File: src/rtl/efs_pkg.sv
package efs_pkg;
   typedef enum logic [0:0] {
      EFS_IDLE = 1'b0,
      EFS_SEND = 1'b1
   } efs_state_e;
endpackage

File: src/rtl/efs_tick_gen.sv
module efs_tick_gen #(
   parameter int unsigned DIV = 5
) (
   input  logic clk,
   input  logic rst_n,
   output logic tick
);
   generate
      if (DIV < 1) begin : g_bad_div
         $error("efs_tick_gen: DIV must be at least 1");
      end

      if (DIV == 1) begin : g_full_rate
         logic run_q;
         always_ff @(posedge clk) begin
            if (!rst_n) run_q <= 1'b0;
            else        run_q <= 1'b1;
         end
         assign tick = run_q;
      end else begin : g_divided
         localparam int unsigned CW = $clog2(DIV);
         localparam logic [CW-1:0] TOP = CW'(DIV - 1);
         logic [CW-1:0] cnt_q;

         always_ff @(posedge clk) begin
            if (!rst_n)          cnt_q <= '0;
            else if (cnt_q == TOP) cnt_q <= '0;
            else                 cnt_q <= cnt_q + 1'b1;
         end

         assign tick = (cnt_q == TOP);

         // enable is a single-cycle pulse
         a_r2_single_pulse: assert property (@(posedge clk) disable iff (!rst_n)
            tick |=> !tick);
         // pulse never occurs in the cycle just after reset
         a_r2_not_after_reset: assert property (@(posedge clk) disable iff (!rst_n)
            $rose(rst_n) |-> !tick);
      end
   endgenerate
endmodule

File: src/rtl/efs_shifter.sv
module efs_shifter #(
   parameter int unsigned W = 94
) (
   input  logic         clk,
   input  logic         rst_n,
   input  logic         load,
   input  logic         shift,
   input  logic [W-1:0] din,
   output logic         dout,
   output logic         last
);
   localparam int unsigned LW = $clog2(W + 1);
   localparam logic [LW-1:0] FULL = LW'(W);

   logic [W-1:0]  sreg_q;
   logic [LW-1:0] left_q;
   logic          dout_q;

   generate
      if (W < 2) begin : g_bad_w
         $error("efs_shifter: payload width must be at least 2");
      end
   endgenerate

   always_ff @(posedge clk) begin
      if (!rst_n) begin
         sreg_q <= '0;
         left_q <= '0;
         dout_q <= 1'b0;
      end else if (load) begin
         sreg_q <= din;
         left_q <= FULL;
         dout_q <= 1'b1;
      end else if (shift) begin
         if (left_q != '0) begin
            dout_q <= sreg_q[W-1];
            sreg_q <= {sreg_q[W-2:0], 1'b0};
            left_q <= left_q - 1'b1;
         end else begin
            dout_q <= 1'b0;
         end
      end
   end

   assign dout = dout_q;
   assign last = (left_q == '0);

   // a start bit is only launched from an idle (low) line
   a_r8_load_from_idle: assert property (@(posedge clk) disable iff (!rst_n)
      load |-> !dout_q);
   // the line never changes without a load or shift request
   a_r5_no_spurious_change: assert property (@(posedge clk) disable iff (!rst_n)
      !$past(load) && !$past(shift) |-> $stable(dout_q));
endmodule

File: src/rtl/efs_ctrl.sv
module efs_ctrl
   import efs_pkg::*;
(
   input  logic clk,
   input  logic rst_n,
   input  logic tick,
   input  logic fifo_empty,
   input  logic last,
   output logic load,
   output logic shift,
   output logic pop,
   output logic busy
);
   efs_state_e st_q;
   logic       busy_q;

   always_comb begin
      load  = tick && (st_q == EFS_IDLE) && !fifo_empty;
      shift = tick && (st_q == EFS_SEND);
      pop   = shift && last;
   end

   always_ff @(posedge clk) begin
      if (!rst_n) begin
         st_q   <= EFS_IDLE;
         busy_q <= 1'b0;
      end else begin
         unique case (st_q)
            EFS_IDLE: if (load) begin
               st_q   <= EFS_SEND;
               busy_q <= 1'b1;
            end
            EFS_SEND: if (pop) begin
               st_q   <= EFS_IDLE;
               busy_q <= 1'b0;
            end
            default: st_q <= EFS_IDLE;
         endcase
      end
   end

   assign busy = busy_q;

   // never pop an empty FIFO
   a_r6_pop_not_empty: assert property (@(posedge clk) disable iff (!rst_n)
      pop |-> !fifo_empty);
   // a pop always closes the frame
   a_r6_pop_ends_frame: assert property (@(posedge clk) disable iff (!rst_n)
      pop |=> !busy_q);
   // pop is a single-cycle strobe
   a_r6_pop_single: assert property (@(posedge clk) disable iff (!rst_n)
      pop |=> !pop);
endmodule

File: src/rtl/evt_frame_ser.sv
module evt_frame_ser #(
   parameter int unsigned TS_W    = 30,
   parameter int unsigned HIT_W   = 64,
   parameter int unsigned BIT_DIV = 5,
   localparam int unsigned FW     = TS_W + HIT_W
) (
   input  logic          clk,
   input  logic          rst_n,
   input  logic          fifo_empty,
   input  logic [FW-1:0] fifo_rdata,
   output logic          fifo_rd,
   output logic          ser_ce,
   output logic          ser_dout,
   output logic          busy
);
   generate
      if (TS_W < 1)  begin : g_bad_ts  $error("evt_frame_ser: TS_W must be positive");  end
      if (HIT_W < 1) begin : g_bad_hit $error("evt_frame_ser: HIT_W must be positive"); end
   endgenerate

   logic tick, load, shift, pop, last, dout, busy_i;

   efs_tick_gen #(.DIV(BIT_DIV)) u_tick (
      .clk   (clk),
      .rst_n (rst_n),
      .tick  (tick)
   );

   efs_ctrl u_ctrl (
      .clk        (clk),
      .rst_n      (rst_n),
      .tick       (tick),
      .fifo_empty (fifo_empty),
      .last       (last),
      .load       (load),
      .shift      (shift),
      .pop        (pop),
      .busy       (busy_i)
   );

   efs_shifter #(.W(FW)) u_shift (
      .clk   (clk),
      .rst_n (rst_n),
      .load  (load),
      .shift (shift),
      .din   (fifo_rdata),
      .dout  (dout),
      .last  (last)
   );

   assign fifo_rd  = pop;
   assign ser_ce   = tick;
   assign ser_dout = dout;
   assign busy     = busy_i;

   // idle line is low
   a_r3_idle_low: assert property (@(posedge clk) disable iff (!rst_n)
      !busy |-> !ser_dout);
   // busy rises together with the start bit
   a_r7_start_bit: assert property (@(posedge clk) disable iff (!rst_n)
      $rose(busy) |-> ser_dout);
   // line only moves after an enable
   a_r5_hold: assert property (@(posedge clk) disable iff (!rst_n)
      !$past(ser_ce) |-> $stable(ser_dout));
   // pop coincides with an enable
   a_r6_pop_on_ce: assert property (@(posedge clk) disable iff (!rst_n)
      fifo_rd |-> ser_ce);
   // quiet outputs in the first cycle out of reset
   a_r1_reset_quiet: assert property (@(posedge clk)
      $rose(rst_n) |-> !ser_dout && !busy && !fifo_rd);
endmodule

File: config.mk
export PLATFORM = sky130hd
export DESIGN_NAME = evt_frame_ser
export DESIGN_NICKNAME = d
export VERILOG_FILES = /design/src/rtl/efs_pkg.sv /design/src/rtl/efs_tick_gen.sv /design/src/rtl/efs_shifter.sv /design/src/rtl/efs_ctrl.sv /design/src/rtl/evt_frame_ser.sv
export SDC_FILE = /design/constraint.sdc
export NUM_CORES = 1
export LEC_CHECK = 0
export BUFFER_PORTS_ARGS = -buffer_cell sky130_fd_sc_hd__buf_2
export CAP_MARGIN = 0
export CORE_MARGIN = 8
export CORE_UTILIZATION = 40
export DETAILED_ROUTE_END_ITERATION = 6
export REMOVE_ABC_BUFFERS = 1
export SETUP_SLACK_MARGIN = 0.4
export SLEW_MARGIN = 20
export SYNTH_ARGS = -nofsm -noshare
export SYNTH_HDL_FRONTEND = slang
export SYNTH_SLANG_ARGS = --single-unit
File: constraint.sdc
create_clock -name clk -period 2.03 [get_ports clk]
set_clock_uncertainty 0.15 [all_clocks]
set_input_delay 0.406 -clock clk [delete_from_list [all_inputs] [get_ports clk]]
set_output_delay 0.406 -clock clk [all_outputs]
set_load 0.01 [all_outputs]
==> qor.csv, run 1 <==
metric;value;unit
met3 Use GR;4.05;%
Core Region;11300;sq um
crit end category;flip-flop;
Clk pin slew, worst setup/hold paths;0.07;ns
dpl hpwl;7.52;mm
area grow syn2layout;67.9;%
All-Layer GR Usage;19.4;%
CTS tree;yes;
Top Usage Layer GRT;met2;
ys async rst share;0;%
share of layout cells above drive strength 1;51.4;%
Reg area;2150;sq um
post-route setup TNS;-0.0744;ns
Setup WS post-layout;-0.0539;ns
via count of the routed design;5007;
fmax;0.480;GHz
io pins;101;
Req. time, crit path;2.14;ns
reg-to-reg slack, setup;-0.05;ns
worst IR drop on VDD;0.359;mV
GRT met1 Usage;26.7;%
Hold Crit Class;input pin to flip-flop;
# rows;39;
Arr. time, crit path;2.20;ns
run status;finished with violations;
total die area;15000;sq um
die width;123;microns
initial antenna violation count;0;
Layout fillers;850;
drt total wl;17.1;mm
post-route ant nets;0;
Antenna Cells;0;
grt ovf;0;
Die Ht;123;microns
relative slew slack;73.2;%
Fin. Hold Viols;0;
failing checks;setup timing;
Max-Cap Viols;0;
crit start category;flip-flop;
clock buffer count from CTS;9;
worst-path maximum fanout;8;
number of synthesis warnings;0;
Iter 0 DRT Violations;391;
Power Dens Cells;594;nW/um^2
pins over their slew limit;0;
CP Class;flip-flop to flip-flop;
largest net degree at the start of global routing;107;
GP Congestion;0.768;
Via density;5.71;
#FFs+latches synth;107;
sequential fraction of the synthesis area;47.2;%
net count reported at finish;829;
Synth Cell Area;4540;sq um
hold depth;3;
min Tclk post-route;2.08;ns
Synth Flop Type;dfxtp_1;
Final Setup Violations;3;
met2 usage;30.3;%
IO Port Bufs;100;
synthesized netlist cell count;595;
CTS max path bufs;2;
worst r2r path cells;8;
Post-synth EDFFs;0;
Worst Max-Slew Pin Slew;0.402;ns
1st-pass router iterations;5;
Clk Latency, worst-skew pair;0.34;ns
Tot Pwr;4.53;mW
H-tree depth;3;
Synth cell types;35;
# clock sinks;107;
unrepaired setup endpoints after global routing;yes;
Leak;2.71;nW
Avg WL per Cell;19.5;microns
Root Buffer;clkbuf_16;
commonest non-fill, non-tap cell in the layout;a21oi_1;
Initial Utilization;40.3;%
first-pass GRT wire length;23.6;mm
footprint of the multi-input gates;3110;sq um
DRC;0;
vias in the first global route;4589;
Post-Syn Area per Cell;7.63;sq um
most frequent cells in the layout;a21oi_1 (103), dfxtp_1 (99), buf_2 (98);
Final Cycle Share;103;%
-- per-layer routing --
| metal | vias to the layer above | share of wire, % |
|---|---|---|
| li1 | 2366 | - |
| met5 | - | 0 |
| met2 | 173 | 46 |
| met3 | 24 | 5.4 |
| met4 | 0 | 1.6 |
| met1 | 2444 | 47 |
-- worst paths after layout --
| path | start | endpoint |
|---|---|---|
| worst max-delay path | u_shift.left_q[2]$_SDFFE_PN0P_ | u_shift.sreg_q[47]$_SDFFE_PN0P_ |
| worst min-delay path | fifo_rdata[0] | u_shift.sreg_q[0]$_SDFFE_PN0P_ |
| worst max register to register | u_shift.left_q[2]$_SDFFE_PN0P_ | u_shift.sreg_q[47]$_SDFFE_PN0P_ |
| worst min register to register | u_shift.sreg_q[40]$_SDFFE_PN0P_ | u_shift.sreg_q[40]$_SDFFE_PN0P_ |
-- synth_stat cells (all sizes together) (2+ instances only) --
library cell	count	area [sq um]
xnor2	2	17.5
nor2	8	30.0
buf	22	145
inv	5	18.8
and3	4	25.0
o21ai	97	489
dfxtp	107	2140
nor2b	2	12.5
a21oi	190	951
nor3	4	25.0
nand2	98	368
clkbuf	30	113
o31ai	2	15.0
ha	3	37.5
nand3	3	15.0
a21boi	5	37.5
-- state kept, by name (all words and copies together) (netlist names) --
register / cells
u_ctrl.busy: 1
u_shift.sreg_q: 94
u_shift.dout: 1
u_tick.g_divided.cnt_q: 3
u_shift.left_q: 7
u_ctrl.st_q: 1
-- where the power goes --
part	total, mW	internal, mW	switching [mW]
clock network	1.93	1.15	0.778
logic	0.420	0.209	0.211
registers	2.18	2.14	0.0406
-- metrics by stage --
stage / std cells / hold slack (ns) / instance area (sq um) / setup slack, ns / utilization [%]
after floorplan: 543 / 0.280 / 4280 / -2.82 / -
after global placement: 803 / 0.287 / 5270 / 0.0857 / 46.7
final: 877 / 0.152 / 7620 / -0.0539 / 67.6
after CTS: 857 / 0.151 / 6520 / 0.0915 / 57.9
after global routing: 877 / 0.153 / 7620 / -0.0804 / 67.6
after detailed placement: 803 / 0.294 / 5270 / 0.0401 / 46.7
-- logic make-up after synthesis --
logic type / Yosys count / share of synthesized area (%)
buf+inv: 57 / 6.09
simple gates: 126 / 11.6
flops: 107 / 47.2
compound gates: 299 / 33.8
fa+ha+maj: 3 / 0.827
xor+xnor: 3 / 0.579
-- final cells by class --
class	instances	share of cell area, %
inverter	5	0.279
tap	143	2.35
clock buffer	12	3.36
multi-input combinational	431	40.8
clock inverter	4	0.952
sequential	107	28.3
timing repair buffer	175	24.0
-- critical path: stages (launching register included) --
cell     delay [ns]
dfxtp_4        0.36
or4_4          0.56
o21ai_4        0.23
buf_6          0.13
buf_6          0.10
buf_12         0.11
buf_16         0.14
nand2_1        0.07
a21oi_1        0.15
-- timing repair --
action | 4_1_cts | 5_1_grt
gates resized for setup | 84 | 224
setup endpoints to repair | 105 | 104
hold endpoints to repair | 0 | 0
pin swaps | 31 | 98
buffers inserted | 24 | 12
gates cloned | 14 | 8
hold buffers | 0 | 0
Note: power is estimated with default switching activity, not from simulation.
==> inputs of run 2 (changes only) <==
--- a/config.mk
+++ b/config.mk
@@ -8,8 +8,9 @@
 export BUFFER_PORTS_ARGS = -buffer_cell sky130_fd_sc_hd__buf_2
 export CAP_MARGIN = 0
 export CORE_MARGIN = 8
-export CORE_UTILIZATION = 40
+export CORE_UTILIZATION = 49
 export DETAILED_ROUTE_END_ITERATION = 6
+export PLACE_DENSITY = 0.76
 export REMOVE_ABC_BUFFERS = 1
 export SETUP_SLACK_MARGIN = 0.4
 export SLEW_MARGIN = 20
==> qor.csv, run 2 (synthesis results as in run 1) <==
metric;value;unit
run status;finished with violations;
failing checks;setup timing;
Via density;6.73;
worst IR drop on VDD;0.362;mV
Hold Crit Class;input pin to flip-flop;
Core Region;9110;sq um
grt ovf;0;
Largest Register;u_shift.sreg_q;
Leak;2.88;nW
die width;112;microns
# rows;35;
Worst Max-Slew Pin Slew;0.457;ns
post-route ant nets;0;
unrepaired setup endpoints after global routing;yes;
Req. time, crit path;2.16;ns
min Tclk post-route;2.29;ns
first-pass GRT wire length;27.8;mm
max reg flops;94;
reg-to-reg startpoint;u_shift.left_q[5]$_SDFFE_PP0P_;
initial antenna violation count;0;
vias in the first global route;5462;
CTS max path bufs;2;
DP Cell Count;767;
fmax;0.437;GHz
min-delay src;fifo_rdata[0];
most frequent cells in the layout;a21oi_2 (104), dfxtp_1 (99), buf_2 (98);
Area after DPL;5160;sq um
Antenna Cells;0;
crit path from;u_shift.left_q[5]$_SDFFE_PP0P_;
clock buffer count from CTS;9;
largest net degree at the start of global routing;107;
via count of the routed design;5820;
All-Layer GR Usage;27.0;%
1st-pass router iterations;7;
Tot Pwr;4.21;mW
total die area;12600;sq um
area grow syn2layout;79.6;%
Clk pin slew, worst setup/hold paths;0.11;ns
GP Congestion;0.849;
DRC;0;
net count reported at finish;850;
Root Buffer;clkbuf_8;
hold_buf cts;0;
commonest non-fill, non-tap cell in the layout;a21oi_2;
pins over their slew limit;0;
drt total wl;23.0;mm
Power Dens Cells;516;nW/um^2
crit end category;flip-flop;
biggest regs;u_shift.sreg_q (94), u_shift.left_q (7), u_tick.g_divided.cnt_q (3);
io pins;101;
CP Class;flip-flop to flip-flop;
relative slew slack;69.2;%
Arr. time, crit path;2.42;ns
WHS;0.116;ns
final core occ;89.5;%
Setup WS post-layout;-0.260;ns
Max-Cap Viols;0;
Iter 0 DRT Violations;620;
Fin. Hold Viols;0;
worst-path maximum fanout;8;
Die Ht;112;microns
IO Port Bufs;100;
H-tree depth;3;
dpl hpwl;7.07;mm
Non-Filler Instances;865;
fin area;8160;sq um
CTS tree;yes;
# clock sinks;107;
Clk Latency, worst-skew pair;0.38;ns
Avg WL per Cell;26.6;microns
share of layout cells above drive strength 1;58.2;%
Initial Utilization;49.9;%
crit start category;flip-flop;
Final Cycle Share;113;%
Final Setup Violations;91;
[run 2: critical path: stages (launching register included)]
cell and delay (ns):
dfxtp_4 0.39, or4_4 0.59, o21ai_4 0.23, buf_6 0.20, buf_6 0.13, buf_16 0.14, nand2_1 0.09, a21oi_1 0.26
[run 2: layout make-up]
type | instances | area [sq um]
Clock buffer | 9 | 124
Clock inverter | 6 | 96.3
Fill cell | 359 | 952
Inverter | 5 | 21.3
Multi-Input combinational cell | 431 | 3460
Sequential cell | 107 | 2160
Tap cell | 111 | 139
Timing Repair Buffer | 196 | 2160
[run 2: timing repair]
item                                    4_1_cts  5_1_grt
endpoints found under the setup margin      105      106
resized for setup                           187      210
buffers inserted                             40       14
gates cloned                                 28        1
pin swaps                                    89      147
hold endpoints to repair                      0        0
[run 2: path summary, 6_finish.rpt]
| kind | slack [ns] | end | depth (start not counted) |
|---|---|---|---|
| min | 0.12 | u_shift.sreg_q[0]$_SDFFE_PN0P_ | 3 |
| max | -0.26 | u_shift.sreg_q[16]$_SDFFE_PN0P_ | 7 |
| max reg2reg | -0.26 | u_shift.sreg_q[16]$_SDFFE_PN0P_ | 7 |
| min reg2reg | 0.33 | u_shift.sreg_q[77]$_SDFFE_PN0P_ | 2 |
[run 2: routing by layer]
layer | routed length [microns] | vias to the layer above | share of wire (%) | GRT usage (%)
li1 | - | 2400 | - | -
met1 | 8400 | 2745 | 37 | 32.7
met2 | 10700 | 522 | 47 | 44.8
met3 | 2320 | 153 | 10 | 6.07
met4 | 1580 | 0 | 6.9 | 12.1
met5 | 0 | - | 0 | 0
[run 2: metrics by stage]
stage | setup slack [ns] | TNS (ns)
floorplan | -2.82 | -273.65
global placement | 0.179 | 0
detailed placement | 0.0934 | 0
CTS | 0.0130 | 0
global route | -0.245 | -11.46
finish | -0.260 | -9.03
[run 2: power breakdown]
group,switching (mW),internal (mW),leakage [nW]
Combinational,0.249,0.223,1.90
Clock,0.835,0.708,0.108
Sequential,0.0560,2.14,0.868
==> inputs of run 3 (changes only) <==
--- a/config.mk
+++ b/config.mk
@@ -5,11 +5,13 @@
 export SDC_FILE = /design/constraint.sdc
 export NUM_CORES = 1
 export LEC_CHECK = 0
+export ABC_AREA = 0
 export BUFFER_PORTS_ARGS = -buffer_cell sky130_fd_sc_hd__buf_2
 export CAP_MARGIN = 0
 export CORE_MARGIN = 8
 export CORE_UTILIZATION = 49
 export DETAILED_ROUTE_END_ITERATION = 6
+export HOLD_SLACK_MARGIN = 0.12
 export PLACE_DENSITY = 0.76
 export REMOVE_ABC_BUFFERS = 1
 export SETUP_SLACK_MARGIN = 0.4
@@ -17,3 +19,4 @@
 export SYNTH_ARGS = -nofsm -noshare
 export SYNTH_HDL_FRONTEND = slang
 export SYNTH_SLANG_ARGS = --single-unit
+export TNS_END_PERCENT = 10
==> qor.csv, run 3 (synthesis results as in run 1) <==
metric;value;unit
Tot Pwr;4.02;mW
# clock sinks;107;
Arr. time, crit path;2.23;ns
Hold Crit Class;input pin to flip-flop;
total stage count of the critical path;7;
Leak;2.42;nW
Iter 0 DRT Violations;382;
Reg area;2160;sq um
worst IR drop on VDD;0.364;mV
share of layout cells above drive strength 1;43.0;%
fin area;6680;sq um
Worst Max-Slew Pin Slew;0.448;ns
1st-pass router iterations;5;
commonest non-fill, non-tap cell in the layout;a21oi_1;
final core occ;73.4;%
DRC;0;
first-pass GRT wire length;22.0;mm
most frequent cells in the layout;a21oi_1 (126), dfxtp_1 (99), buf_2 (98);
crit start category;flip-flop;
Die Ht;112;microns
CTS max path bufs;2;
biggest regs;u_shift.sreg_q (94), u_shift.left_q (7), u_tick.g_divided.cnt_q (3);
reg-to-reg slack, setup;-0.03;ns
via count of the routed design;4919;
pins over their slew limit;0;
dpl hpwl;7.07;mm
drt total wl;15.3;mm
Final Cycle Share;102;%
Fin. Hold Viols;0;
initial antenna violation count;0;
failing checks;setup timing;
die width;112;microns
Layout fillers;661;
Root Buffer;clkbuf_8;
cell class contributing the biggest share of worst-path delay;simple AND/OR/NAND/NOR gates;
Core Region;9110;sq um
Critical Path Most Common Cell;buf_6;
vias in the first global route;4626;
IO Port Bufs;100;
worst-path maximum fanout;15;
Initial Utilization;49.9;%
CP Class;flip-flop to flip-flop;
Clk Latency, worst-skew pair;0.38;ns
Clk pin slew, worst setup/hold paths;0.11;ns
area grow syn2layout;47.2;%
min Tclk post-route;2.06;ns
CTS tree;yes;
Largest Register;u_shift.sreg_q;
footprint of the multi-input gates;2740;sq um
relative slew slack;70.0;%
All-Layer GR Usage;21.0;%
hold worst-path end;u_shift.sreg_q[0]$_SDFFE_PN0P_;
Power Dens Cells;602;nW/um^2
total die area;12600;sq um
clock buffer count from CTS;9;
post-route ant nets;0;
crit-path cells;or4_4 > o21ai_4 > buf_6 > buf_6 > buf_16 > nand2_1 > a21oi_1;
io pins;101;
H-tree depth;3;
fmax;0.484;GHz
hold depth;3;
crit path buf inv count;3;
unrepaired setup endpoints after global routing;yes;
post-route setup TNS;-0.0976;ns
net count reported at finish;812;
Setup WS post-layout;-0.0343;ns
run status;finished with violations;
Req. time, crit path;2.19;ns
Final Setup Violations;7;
Via density;5.95;
slowest stage delay, CP;0.57;ns
grt ovf;0;
Avg WL per Cell;18.5;microns
# rows;35;
slowest library cell on the worst path;or4_4;
crit end category;flip-flop;
Reg2Reg Capture Point;u_shift.sreg_q[46]$_SDFFE_PN0P_;
Area after DPL;5160;sq um
largest net degree at the start of global routing;107;
hold_buf cts;0;
max reg flops;94;
min-delay src;fifo_rdata[0];
GP Congestion;0.849;
Antenna Cells;0;
reg-to-reg startpoint;u_shift.left_q[5]$_SDFFE_PP0P_;
Max-Cap Viols;0;
worst r2r path cells;7;
run 3: cell count changes in the layout (fill, tap and decap cells not counted), sizes merged:
cell,previous run,this run
buf,191,154
clkbuf,10,9
run 3: what timing repair did:
item                                    in CTS  in global routing
buffers inserted                            23                  9
resized for setup                           44                160
cloned                                      13                  0
endpoints found under the setup margin     105                105
pin swaps                                   10                 86
run 3: area by class of cell:
cell class / instances / share of cell area, %
clock buffer: 9 / 1.85
clock inverter: 6 / 1.44
inverter: 5 / 0.318
multi-input combinational: 431 / 40.9
sequential: 107 / 32.3
tap: 111 / 2.08
timing repair buffer: 158 / 21.1
run 3: worst max-delay path by stage:
stage / startpoint / endpoint / slack, ns
3_3_place_gp: u_tick.g_divided.cnt_q[0]$_SDFF_PP0_ / u_shift.sreg_q[10]$_SDFFE_PN0P_ / 0.18
2_1_floorplan: u_shift.left_q[0]$_SDFFE_PP0P_ / u_shift.sreg_q[10]$_SDFFE_PN0P_ / -2.82
5_1_grt: u_shift.left_q[5]$_SDFFE_PP0P_ / u_shift.sreg_q[46]$_SDFFE_PN0P_ / -0.08
3_5_place_dp: u_shift.left_q[0]$_SDFFE_PP0P_ / u_shift.sreg_q[76]$_SDFFE_PN0P_ / 0.09
6_report: u_shift.left_q[5]$_SDFFE_PP0P_ / u_shift.sreg_q[46]$_SDFFE_PN0P_ / -0.03
4_1_cts: u_shift.left_q[5]$_SDFFE_PP0P_ / fifo_rd / 0.01
run 3: stage by stage:
step	setup WS, ns	hold slack [ns]	instances
global route	-0.0798	0.123	827
detailed placement	0.0934	0.292	767
global placement	0.179	0.288	767
CTS	0.0130	0.125	818
floorplan	-2.82	0.280	543
finish	-0.0343	0.106	827
run 3: worst min-delay path, cell delays in order:
cell and delay [ns]:
buf_2 0.09, nand2_1 0.05, a21boi_1 0.05
run 3: routing by layer:
metal | part of all wire, % | vias up | wire length (microns) | global-route usage, %
met5 | 0 | - | 0 | 0
met4 | 1.8 | 0 | 281 | 6.29
met3 | 6.7 | 26 | 1020 | 4.29
met2 | 49 | 226 | 7530 | 34.4
met1 | 42 | 2340 | 6450 | 27.1
li1 | - | 2327 | - | -
run 3: power by group:
part | total (mW) | switching [mW] | internal (mW)
combinational | 0.368 | 0.189 | 0.179
clock | 1.48 | 0.774 | 0.706
sequential | 2.17 | 0.0352 | 2.14
